--- src/rtl/brq_pkg.sv ---
package brq_pkg;
  localparam int ADDR_W_DEF = 16;
  localparam int DATA_W_DEF = 16;
  localparam int RDQ_DEPTH_DEF = 2;
  localparam int WRQ_DEPTH_DEF = 3;
  localparam int STARVE_DEF = 8;
endpackage

--- src/rtl/brq_queue.sv ---
module brq_queue #(
  parameter int W = 8,
  parameter int DEPTH = 2,
  localparam int CW = $clog2(DEPTH + 1)
) (
  input  logic                    clk,
  input  logic                    rst_n,
  input  logic                    push,
  input  logic                    pop,
  input  logic [W-1:0]            din,
  output logic [DEPTH-1:0][W-1:0] ents,
  output logic [CW-1:0]           cnt,
  output logic                    full,
  output logic                    empty
);
  logic [DEPTH-1:0][W-1:0] mem_q, mem_d;
  logic [CW-1:0]           cnt_q, cnt_d;

  always_comb begin
    mem_d = mem_q;
    cnt_d = cnt_q;
    if (pop) begin
      for (int i = 0; i < DEPTH - 1; i++) mem_d[i] = mem_q[i+1];
      cnt_d = cnt_q - 1'b1;
    end
    if (push) begin
      for (int i = 0; i < DEPTH; i++)
        if (CW'(i) == cnt_d) mem_d[i] = din;
      cnt_d = cnt_d + 1'b1;
    end
  end

  always_ff @(posedge clk) begin
    if (push || pop) mem_q <= mem_d;
  end

  always_ff @(posedge clk or negedge rst_n) begin
    if (!rst_n) cnt_q <= '0;
    else if (push || pop) cnt_q <= cnt_d;
  end

  assign ents  = mem_q;
  assign cnt   = cnt_q;
  assign full  = (cnt_q == CW'(DEPTH));
  assign empty = (cnt_q == '0);


  no_overflow_chk: assert property (@(posedge clk) disable iff (!rst_n)
    (push && !pop) |-> !full);

  no_underflow_chk: assert property (@(posedge clk) disable iff (!rst_n)
    pop |-> !empty);
endmodule

--- src/rtl/brq_fwd.sv ---
module brq_fwd #(
  parameter int AW = 16,
  parameter int DW = 16,
  parameter int DEPTH = 3,
  localparam int CW = $clog2(DEPTH + 1)
) (
  input  logic [AW-1:0]                 addr,
  input  logic [DEPTH-1:0][AW+DW-1:0]   ents,
  input  logic [CW-1:0]                 cnt,
  output logic                          hit,
  output logic [DW-1:0]                 data
);
  // entries are stored oldest first, so a later match overrides an earlier one
  always_comb begin
    hit  = 1'b0;
    data = '0;
    for (int i = 0; i < DEPTH; i++) begin
      if ((CW'(i) < cnt) && (ents[i][AW+DW-1:DW] == addr)) begin
        hit  = 1'b1;
        data = ents[i][DW-1:0];
      end
    end
  end
endmodule

--- src/rtl/brq_arb.sv ---
module brq_arb #(
  parameter int STARVE_MAX = 8,
  localparam int SW = $clog2(STARVE_MAX + 1)
) (
  input  logic clk,
  input  logic rst_n,
  input  logic rd_pend,
  input  logic wr_pend,
  input  logic bus_ready,
  output logic bus_valid,
  output logic sel_wr,
  output logic rd_pop,
  output logic wr_pop
);
  logic          hold_q, hold_d;
  logic          hold_wr_q, hold_wr_d;
  logic [SW-1:0] run_q, run_d;
  logic          grant;

  assign bus_valid = rd_pend || wr_pend;

  always_comb begin
    if (hold_q) sel_wr = hold_wr_q;
    else        sel_wr = wr_pend && (!rd_pend || (run_q == SW'(STARVE_MAX)));
    grant     = bus_valid && bus_ready;
    rd_pop    = grant && !sel_wr;
    wr_pop    = grant && sel_wr;
    hold_d    = bus_valid && !bus_ready;
    hold_wr_d = sel_wr;
    if (!wr_pend || wr_pop)                      run_d = '0;
    else if (rd_pop && run_q != SW'(STARVE_MAX)) run_d = run_q + 1'b1;
    else                                         run_d = run_q;
  end

  always_ff @(posedge clk or negedge rst_n) begin
    if (!rst_n) begin
      hold_q    <= 1'b0;
      hold_wr_q <= 1'b0;
      run_q     <= '0;
    end else begin
      hold_q    <= hold_d;
      hold_wr_q <= hold_wr_d;
      run_q     <= run_d;
    end
  end


  hold_sel_chk: assert property (@(posedge clk) disable iff (!rst_n)
    (bus_valid && !bus_ready) |=> (bus_valid && sel_wr == $past(sel_wr)));
endmodule

--- src/rtl/brq_top.sv ---
module brq_top
  import brq_pkg::*;
#(
  parameter int AW = ADDR_W_DEF,
  parameter int DW = DATA_W_DEF,
  parameter int RD_DEPTH = RDQ_DEPTH_DEF,
  parameter int WR_DEPTH = WRQ_DEPTH_DEF,
  parameter int STARVE_MAX = STARVE_DEF
) (
  input  logic          clk,
  input  logic          rst_n,
  input  logic          rd_valid,
  output logic          rd_ready,
  input  logic [AW-1:0] rd_addr,
  input  logic          wr_valid,
  output logic          wr_ready,
  input  logic [AW-1:0] wr_addr,
  input  logic [DW-1:0] wr_data,
  output logic          fwd_valid,
  output logic [DW-1:0] fwd_data,
  output logic          bus_valid,
  input  logic          bus_ready,
  output logic          bus_we,
  output logic [AW-1:0] bus_addr,
  output logic [DW-1:0] bus_wdata
);
  localparam int RCW = $clog2(RD_DEPTH + 1);
  localparam int WCW = $clog2(WR_DEPTH + 1);
  localparam int KW  = $clog2(STARVE_MAX + 2);

  logic [RD_DEPTH-1:0][AW-1:0]    rd_ents;
  logic [WR_DEPTH-1:0][AW+DW-1:0] wr_ents;
  logic [RCW-1:0] rd_cnt;
  logic [WCW-1:0] wr_cnt;
  logic rd_full, rd_empty, wr_full, wr_empty;
  logic rd_fire, wr_fire, hit, sel_wr, rd_pop, wr_pop;
  logic [DW-1:0] hit_data;
  logic fwd_valid_q;
  logic [DW-1:0] fwd_data_q;
  logic rd_unused;

  assign rd_ready = !rd_full;
  assign wr_ready = !wr_full;
  assign rd_fire  = rd_valid && rd_ready;
  assign wr_fire  = wr_valid && wr_ready;

  brq_queue #(.W(AW), .DEPTH(RD_DEPTH)) u_rdq (
    .clk(clk), .rst_n(rst_n), .push(rd_fire && !hit), .pop(rd_pop),
    .din(rd_addr), .ents(rd_ents), .cnt(rd_cnt), .full(rd_full), .empty(rd_empty));

  brq_queue #(.W(AW + DW), .DEPTH(WR_DEPTH)) u_wrq (
    .clk(clk), .rst_n(rst_n), .push(wr_fire), .pop(wr_pop),
    .din({wr_addr, wr_data}), .ents(wr_ents), .cnt(wr_cnt), .full(wr_full), .empty(wr_empty));

  brq_fwd #(.AW(AW), .DW(DW), .DEPTH(WR_DEPTH)) u_fwd (
    .addr(rd_addr), .ents(wr_ents), .cnt(wr_cnt), .hit(hit), .data(hit_data));

  brq_arb #(.STARVE_MAX(STARVE_MAX)) u_arb (
    .clk(clk), .rst_n(rst_n), .rd_pend(!rd_empty), .wr_pend(!wr_empty),
    .bus_ready(bus_ready), .bus_valid(bus_valid), .sel_wr(sel_wr),
    .rd_pop(rd_pop), .wr_pop(wr_pop));

  assign rd_unused = ^{rd_cnt, rd_ents};
  assign bus_we    = sel_wr;
  assign bus_addr  = sel_wr ? wr_ents[0][AW+DW-1:DW] : rd_ents[0];
  assign bus_wdata = sel_wr ? wr_ents[0][DW-1:0] : '0;

  always_ff @(posedge clk or negedge rst_n) begin
    if (!rst_n) fwd_valid_q <= 1'b0;
    else        fwd_valid_q <= rd_fire && hit;
  end

  always_ff @(posedge clk) begin
    if (rd_fire && hit) fwd_data_q <= hit_data;
  end

  assign fwd_valid = fwd_valid_q;
  assign fwd_data  = fwd_data_q;

  // independent count of read grants in a row while a write waits
  logic [KW-1:0] streak_q;
  always_ff @(posedge clk or negedge rst_n) begin
    if (!rst_n) streak_q <= '0;
    else if (wr_empty || (bus_valid && bus_ready && bus_we)) streak_q <= '0;
    else if (bus_valid && bus_ready && !bus_we) streak_q <= streak_q + 1'b1;
  end


  starve_limit_chk: assert property (@(posedge clk) disable iff (!rst_n)
    streak_q <= KW'(STARVE_MAX));

  fwd_origin_chk: assert property (@(posedge clk) disable iff (!rst_n)
    fwd_valid |-> $past(rd_valid && rd_ready));

  bus_stable_chk: assert property (@(posedge clk) disable iff (!rst_n)
    (bus_valid && !bus_ready) |=> (bus_valid && $stable(bus_addr) && $stable(bus_wdata)));

  wr_full_chk: assert property (@(posedge clk) disable iff (!rst_n)
    (wr_valid && !wr_ready) |=> (wr_cnt != '0));
endmodule

--- config.mk ---
export PLATFORM = sky130hd
export DESIGN_NAME = brq_top
export DESIGN_NICKNAME = d
export VERILOG_FILES = /design/src/rtl/brq_pkg.sv /design/src/rtl/brq_queue.sv /design/src/rtl/brq_fwd.sv /design/src/rtl/brq_arb.sv /design/src/rtl/brq_top.sv
export SDC_FILE = /design/constraint.sdc
export NUM_CORES = 1
export LEC_CHECK = 0
export ABC_AREA = 1
export CORE_MARGIN = 3
export CORE_UTILIZATION = 45
export CTS_CLUSTER_SIZE = 40
export DETAILED_ROUTE_END_ITERATION = 12
export PLACE_DENSITY = 0.66
export SLEW_MARGIN = 30
export SYNTH_ARGS = -nofsm -noshare
export SYNTH_HDL_FRONTEND = slang
export SYNTH_HIERARCHICAL = 1
export SYNTH_SLANG_ARGS = --single-unit
--- constraint.sdc ---
create_clock -name clk -period 4.1 [get_ports clk]
set_input_delay 1.23 -clock clk [delete_from_list [all_inputs] [get_ports clk]]
set_output_delay 1.23 -clock clk [all_outputs]
set_load 0.1 [all_outputs]
==> results_dict.tcl, run 1 <==
set metrics [dict create \
    status "finished clean" \
    initial_core_util_pct 46.76 \
    p_leak_nw 5.690 \
    clkSinkCount 155 \
    holdWs_ns 0.5469 \
    r2r_start "u_wrq/cnt[0]$_DFFE_PN0P_" \
    fmax_mhz 270.3 \
    cts-hold-fix-buffers 0 \
    post-route-period-util_pct 90.22 \
    final_cell_mix "543 x nand2_1, 186 x inv_1, 144 x edfxtp_1" \
    cp-start-kind "flip-flop" \
    required_ns 2.87 \
    seq_area_frac_synth_pct 49.57 \
    gr-max-usage-layer "met2" \
    path_clk_slew_ns 0.06 \
    yosys_warnings 6 \
    synth.mux.area_fraction_pct 0 \
    antenna_found_initial 0 \
    cts_buffer_depth 2 \
    crit_path_end_kind "primary output" \
    finalMaxSlewViolations 0 \
    worst_pin_slew_ns 0.9846 \
    n_antenna_cell 0 \
    fin_nets 1356 \
    routedWlPerCell_microns 15.10 \
    cts_buffers 17 \
    vias 7717 \
    grt.met2_usage_pct 34.73 \
    clockPowerShare_pct 17.9 \
    synth_compound_area_share_pct 1.146 \
    area_delta_synth_final_pct 23.27 \
    ant_nets 0 \
    fin_tns_setup_ns 0 \
    io_buffer_count 105 \
    power_density_nw_per_um2 865.6 \
    grt.total_usage_pct 21.85 \
    dr.pass1.iters 5 \
    die_w_microns 149.6 \
    cts_tree "yes" \
    synthCells 1198 \
    cts_post_setup_buffers_inserted 0 \
    hold_viol 0 \
    syn-cell-area_sq_um 9279 \
    met1_usage_pct 30.86 \
    synth_fa_ha_area_share_pct 1.483 \
    cts-root-buf "clkbuf_16" \
    fin_util_pct 57.64 \
    max_slew_margin_pct 34.16 \
    netSwitchingFraction_pct 45.88 \
    fp.dieArea_sq_um 22380 \
    syn_nets 1262 \
    fp.dieH_microns 149.6 \
    synthXorXnorAreaFrac_pct 1.793 \
    synth_top_family_by_area "simple AND/OR/NAND/NOR gates" \
    grt.overflow.total 0 \
    p_comb_share_pct 51.2 \
    whs_path_depth 2 \
    p_int_mw 5.358 \
    met3_usage_pct 4.240 \
    core_sq_um 19850 \
    grt_max_degree 65 \
    ir_drop_v 0.0005137 \
    initialDrtViolationCount 647 \
    synth_flop_cell "edfxtp_1" \
    cp.arrival_ns 2.47 \
    hpwl_microns 15510 \
    grt_pass1_wl_microns 38430 \
    setup_viol 0 \
    fill_cells 1767 \
    worstHoldStart "u_wrq/ents[76]$_DFFE_PP_" \
    yosysUniqueCellTypes 32 \
    ios 106 \
    async_flop_share_pct 7.097 \
    synth_enable_flop_cells 144 \
    grt_pass1_vias 7363 \
    crit_fanout 37 \
    clock_latency_ns 0.43 \
    avgSynthCellArea_sq_um 7.745 \
    cp-startpoint "u_wrq/cnt[0]$_DFFE_PN0P_" \
    rr_worst_depth 17 \
    post-place-ws_ns 0.3238 \
    synth-seq-cells 155 \
    rsz0062_at_grt "false" \
    dpl_cell_area_sq_um 10770 \
    instances_no_fill 1570 \
    final_common_cell "nand2_1" \
    fin_ws_ns 0.4010 \
    routed_wl_microns 23710 \
    drc 0 \
    layout-drive-gt1-share_pct 10.80 \
    path_class "reg -> out" \
    placementRows 51 \
    p_seq_share_pct 30.9 \
    gp_congestion 0.8587 \
    dpl.cell_count 1538 \
    power_mw 9.901 \
    cts_resized 0 \
    skew_ns 0.01558 \
    design_area_sq_um 11440 \
    p_switching_mw 4.543 \
    yosys.area_share.simple_pct 33.66 \
    h-tree-depth 4 \
    hp-class "reg -> reg" \
    min_period_ns 3.699 \
    viasPerCell 4.915 \
    drv_cap 0 \
]
-- logic make-up after synthesis --
| logic type | Yosys count |
|---|---|
| compound gates | 19 |
| simple gates | 739 |
| buf+inv | 255 |
| xor+xnor | 19 |
| fa+ha+maj | 11 |
| flops | 155 |
-- sequential cells by signal (all words and copies together), names as in the netlist --
signal,flops
fwd_valid,1
u_arb/run_q,4
fwd_data,16
u_rdq/cnt,2
u_arb/hold_wr_q,1
u_arb/hold_q,1
u_rdq/ents,32
u_wrq/cnt,2
u_wrq/ents,96
-- per-layer routing --
metal  routed length, microns  part of all wire, %  vias up
met3                     1929                  8.1       26
met4                      325                  1.4        0
li1                         -                    -     3866
met1                    10600                   45     3544
met2                    10850                   46      281
met5                        0                    0        -
-- worst paths after layout --
kind / end / slack [ns]
setup / recovery: bus_addr[13] / 0.40
hold / removal: fwd_data[12]$_DFFE_PP_ / 0.55
setup reg to reg: u_wrq/ents[28]$_DFFE_PP_ / 0.61
hold reg to reg: fwd_data[12]$_DFFE_PP_ / 0.55
max in group asynchronous: u_arb/run_q[3]$_DFFE_PN0P_ / 2.61
min in group asynchronous: u_arb/hold_wr_q$_DFF_PN0_ / 1.14
-- area by class of cell --
cell class                      count  area [sq um]  area share, %
Inverter                          208         790.8          6.913
Clock buffer                       20         436.7          3.818
Sequential cell                   155          4599          40.21
Clock inverter                     12         219.0          1.914
Timing Repair Buffer              122          1514          13.24
Multi-Input combinational cell    788          3547          31.01
Tap cell                          265         331.6          2.899
-- critical path, cell delays in order, from the launching register on --
cell	delay, ns
dfrtp_1	0.45
inv_1	0.11
ha_1	0.20
inv_1	0.16
inv_2	0.10
nor2_2	0.13
nand2_4	0.09
nand2_8	0.27
inv_6	0.12
nand2_1	0.11
nand2_1	0.10
buf_12	0.18
-- cells in the mapped netlist, types with 2 or more instances --
cell type / n / area share (%)
o22ai_1: 2 / 0.13
xor2_1: 13 / 1.2
nand3_4: 2 / 0.38
nand4_1: 21 / 1.4
nand2_4: 4 / 0.49
nor2_1: 45 / 1.8
nand2_2: 8 / 0.54
dfrtp_1: 11 / 3.0
edfxtp_1: 144 / 47
nand3_1: 91 / 4.9
ha_1: 11 / 1.5
o21ai_1: 7 / 0.38
or2_0: 2 / 0.13
inv_1: 187 / 7.6
inv_6: 2 / 0.19
xnor2_1: 6 / 0.57
a21oi_1: 2 / 0.11
inv_2: 18 / 0.73
buf_2: 16 / 0.86
nand2_1: 544 / 22
nor2_2: 16 / 1.1
buf_4: 20 / 1.6
o211ai_1: 2 / 0.16
o21ai_0: 5 / 0.27
nor2_4: 4 / 0.49
buf_6: 9 / 1.1
-- power groups by stage --
stage / clock network [mW] / logic, mW / registers (mW)
2_1_floorplan: 0 / 3.63 / 2.93
3_3_place_gp: 0 / 5.00 / 3.07
3_5_place_dp: 0 / 5.05 / 3.09
4_1_cts: 1.80 / 5.08 / 3.06
5_1_grt: 1.87 / 5.52 / 3.14
6_report: 1.77 / 5.07 / 3.06
Note: power is estimated with default switching activity, not from simulation.
==> run 2, diff against run 1 <==
--- a/config.mk
+++ b/config.mk
@@ -6,7 +6,6 @@
 export NUM_CORES = 1
 export LEC_CHECK = 0
 export ABC_AREA = 1
-export CORE_MARGIN = 3
 export CORE_UTILIZATION = 45
 export CTS_CLUSTER_SIZE = 40
 export DETAILED_ROUTE_END_ITERATION = 12
==> run 2 against run 1 <==
Net effect:
- register-to-register slack lost 0.06 ns
- setup slack lost 0.19 ns
- wire length shrank 2.8%
- maximum frequency shrank 4.8%
- sequential power is essentially flat
- die area shrank 5.3%
- core utilization shrank 1.2 points
- hold slack lost 0.00092 ns
- flip-flop and latch count is the same
- sequential share of layout area grew 0.057 points
- clock-buffer cell count shrank 3
==> results_dict.tcl, run 2 (same netlist as run 1, synthesis figures left out) <==
set metrics [dict create \
    status "finished clean" \
    ir_drop_v 0.0004175 \
    viasPerCell 4.840 \
    cts_resized 0 \
    h-tree-depth 4 \
    r2r_start "u_wrq/cnt[0]$_DFFE_PN0P_" \
    cp-endpoint "bus_addr[7]" \
    grt_pass1_wl_microns 36820 \
    fin_nets 1360 \
    cts_buffer_depth 2 \
    p_leak_nw 5.679 \
    hpwl_microns 15290 \
    drv_cap 0 \
    fin_tns_setup_ns 0 \
    hp-class "reg -> reg" \
    cts-root-buf "clkbuf_16" \
    setup_viol 0 \
    largest_reg_flops 96 \
    required_ns 2.87 \
    clock_latency_ns 0.43 \
    routedWlPerCell_microns 14.60 \
    dr.pass1.iters 5 \
    grt.total_usage_pct 22.39 \
    post-route-period-util_pct 94.75 \
    path_class "reg -> out" \
    finalMaxSlewViolations 0 \
    antenna_found_initial 0 \
    clkSinkCount 155 \
    rsz0062_at_grt "false" \
    cp-startpoint "u_wrq/cnt[0]$_DFFE_PN0P_" \
    design_area_sq_um 11420 \
    fp.dieArea_sq_um 21200 \
    initial_core_util_pct 45.86 \
    rrSetupSlack_ns 0.55 \
    grt_pass1_vias 6980 \
    crit_fanout 37 \
    cp-start-kind "flip-flop" \
    ios 106 \
    ant_nets 0 \
    cts_buffers 17 \
    die_w_microns 145.6 \
    crit_path_end_kind "primary output" \
    cts-hold-fix-buffers 0 \
    fp.dieH_microns 145.6 \
    initialDrtViolationCount 655 \
    cts_tree "yes" \
    cp.arrival_ns 2.65 \
    hold_viol 0 \
    gp_congestion 0.8925 \
    vias 7642 \
    area_delta_synth_final_pct 23.10 \
    max_slew_margin_pct 34.63 \
    routed_wl_microns 23050 \
    rr_worst_depth 18 \
    grt.overflow.total 0 \
    io_buffer_count 105 \
    cts_post_setup_buffers_inserted 0 \
    path_clk_slew_ns 0.06 \
    grt_max_degree 66 \
    core_sq_um 20230 \
    dpl_cell_area_sq_um 10800 \
    r2r-end "u_wrq/ents[60]$_DFFE_PP_" \
    skew_ns 0.008948 \
    final_cell_mix "543 x nand2_1, 186 x inv_1, 144 x edfxtp_1" \
    final_common_cell "nand2_1" \
    fill_cells 1835 \
    power_density_nw_per_um2 855.1 \
    layout-drive-gt1-share_pct 11.31 \
    fmax_mhz 257.4 \
    placementRows 52 \
    n_antenna_cell 0 \
    worst_pin_slew_ns 0.9775 \
    min_period_ns 3.885 \
    drc 0 \
]
-- run 2: cell types whose count changed in the layout (fill, tap and decap cells not counted) --
| cell | before | now |
|---|---|---|
| nand2_4 | 3 | 4 |
| clkinvlp_4 | 1 | 4 |
| buf_4 | 19 | 24 |
| clkinv_4 | 1 | 3 |
| nand2_8 | 1 | 0 |
| buf_12 | 34 | 33 |
| clkbuf_1 | 3 | 0 |
| bufinv_16 | 6 | 4 |
-- run 2: area by class of cell --
class                   instances  area (sq um)  share of cell area (%)
flip-flops and latches        155          4599                   40.27
multi-input cells             788          3538                   30.98
repair buffers                126          1531                   13.41
inverters                     208         790.8                   6.923
clock buffers                  17         425.4                   3.724
well taps                     270         337.8                   2.958
clock inverters                15         198.9                   1.742
-- run 2: how the worst min path moves through the flow --
stage                             startpoint  slack (ns)  depth (start not counted)                endpoint
floorplan           u_wrq/ents[64]$_DFFE_PP_        0.52                          2   fwd_data[0]$_DFFE_PP_
global placement    u_wrq/ents[78]$_DFFE_PP_        0.53                          2  fwd_data[14]$_DFFE_PP_
detailed placement  u_wrq/ents[73]$_DFFE_PP_        0.54                          2   fwd_data[9]$_DFFE_PP_
CTS                 u_wrq/ents[73]$_DFFE_PP_        0.55                          2   fwd_data[9]$_DFFE_PP_
global route        u_wrq/ents[76]$_DFFE_PP_        0.58                          2  fwd_data[12]$_DFFE_PP_
finish              u_wrq/ents[73]$_DFFE_PP_        0.55                          2   fwd_data[9]$_DFFE_PP_
-- run 2: per-layer routing --
layer	vias to the layer above	global-route usage [%]	part of all wire, %
met1	3488	31.18	46
met3	24	3.574	6.1
met5	-	0	0
met2	250	35.79	46
li1	3880	-	-
met4	0	7.211	1.6
-- run 2: stage by stage --
step                      power (mW)  utilization [%]  worst slack (ns)  cells  hold WS (ns)
after floorplan                6.568                -            0.4379   1198        0.5197
after global placement         8.059            53.36            0.4131   1547        0.5302
after detailed placement       8.116            53.36            0.3389   1547        0.5368
after CTS                      9.794            56.45            0.1824   1579        0.5530
after global routing           10.35            56.45           0.02745   1579        0.5788
final                          9.767            56.45            0.2155   1579        0.5460
-- run 2: power breakdown --
part           internal, mW  leakage, nW  switching [mW]
clock                  1.02        0.293           0.652
sequential             2.62         1.55           0.448
combinational          1.60         3.84            3.44
total                  5.23         5.68            4.54
-- run 2: critical path, cell delays in order, from the launching register on --
cell     delay [ns]
dfrtp_1        0.46
inv_1          0.11
ha_1           0.20
inv_1          0.16
inv_2          0.10
nor2_2         0.13
nand2_4        0.08
nand2_4        0.43
inv_6          0.14
nand2_1        0.12
nand2_1        0.10
buf_12         0.18
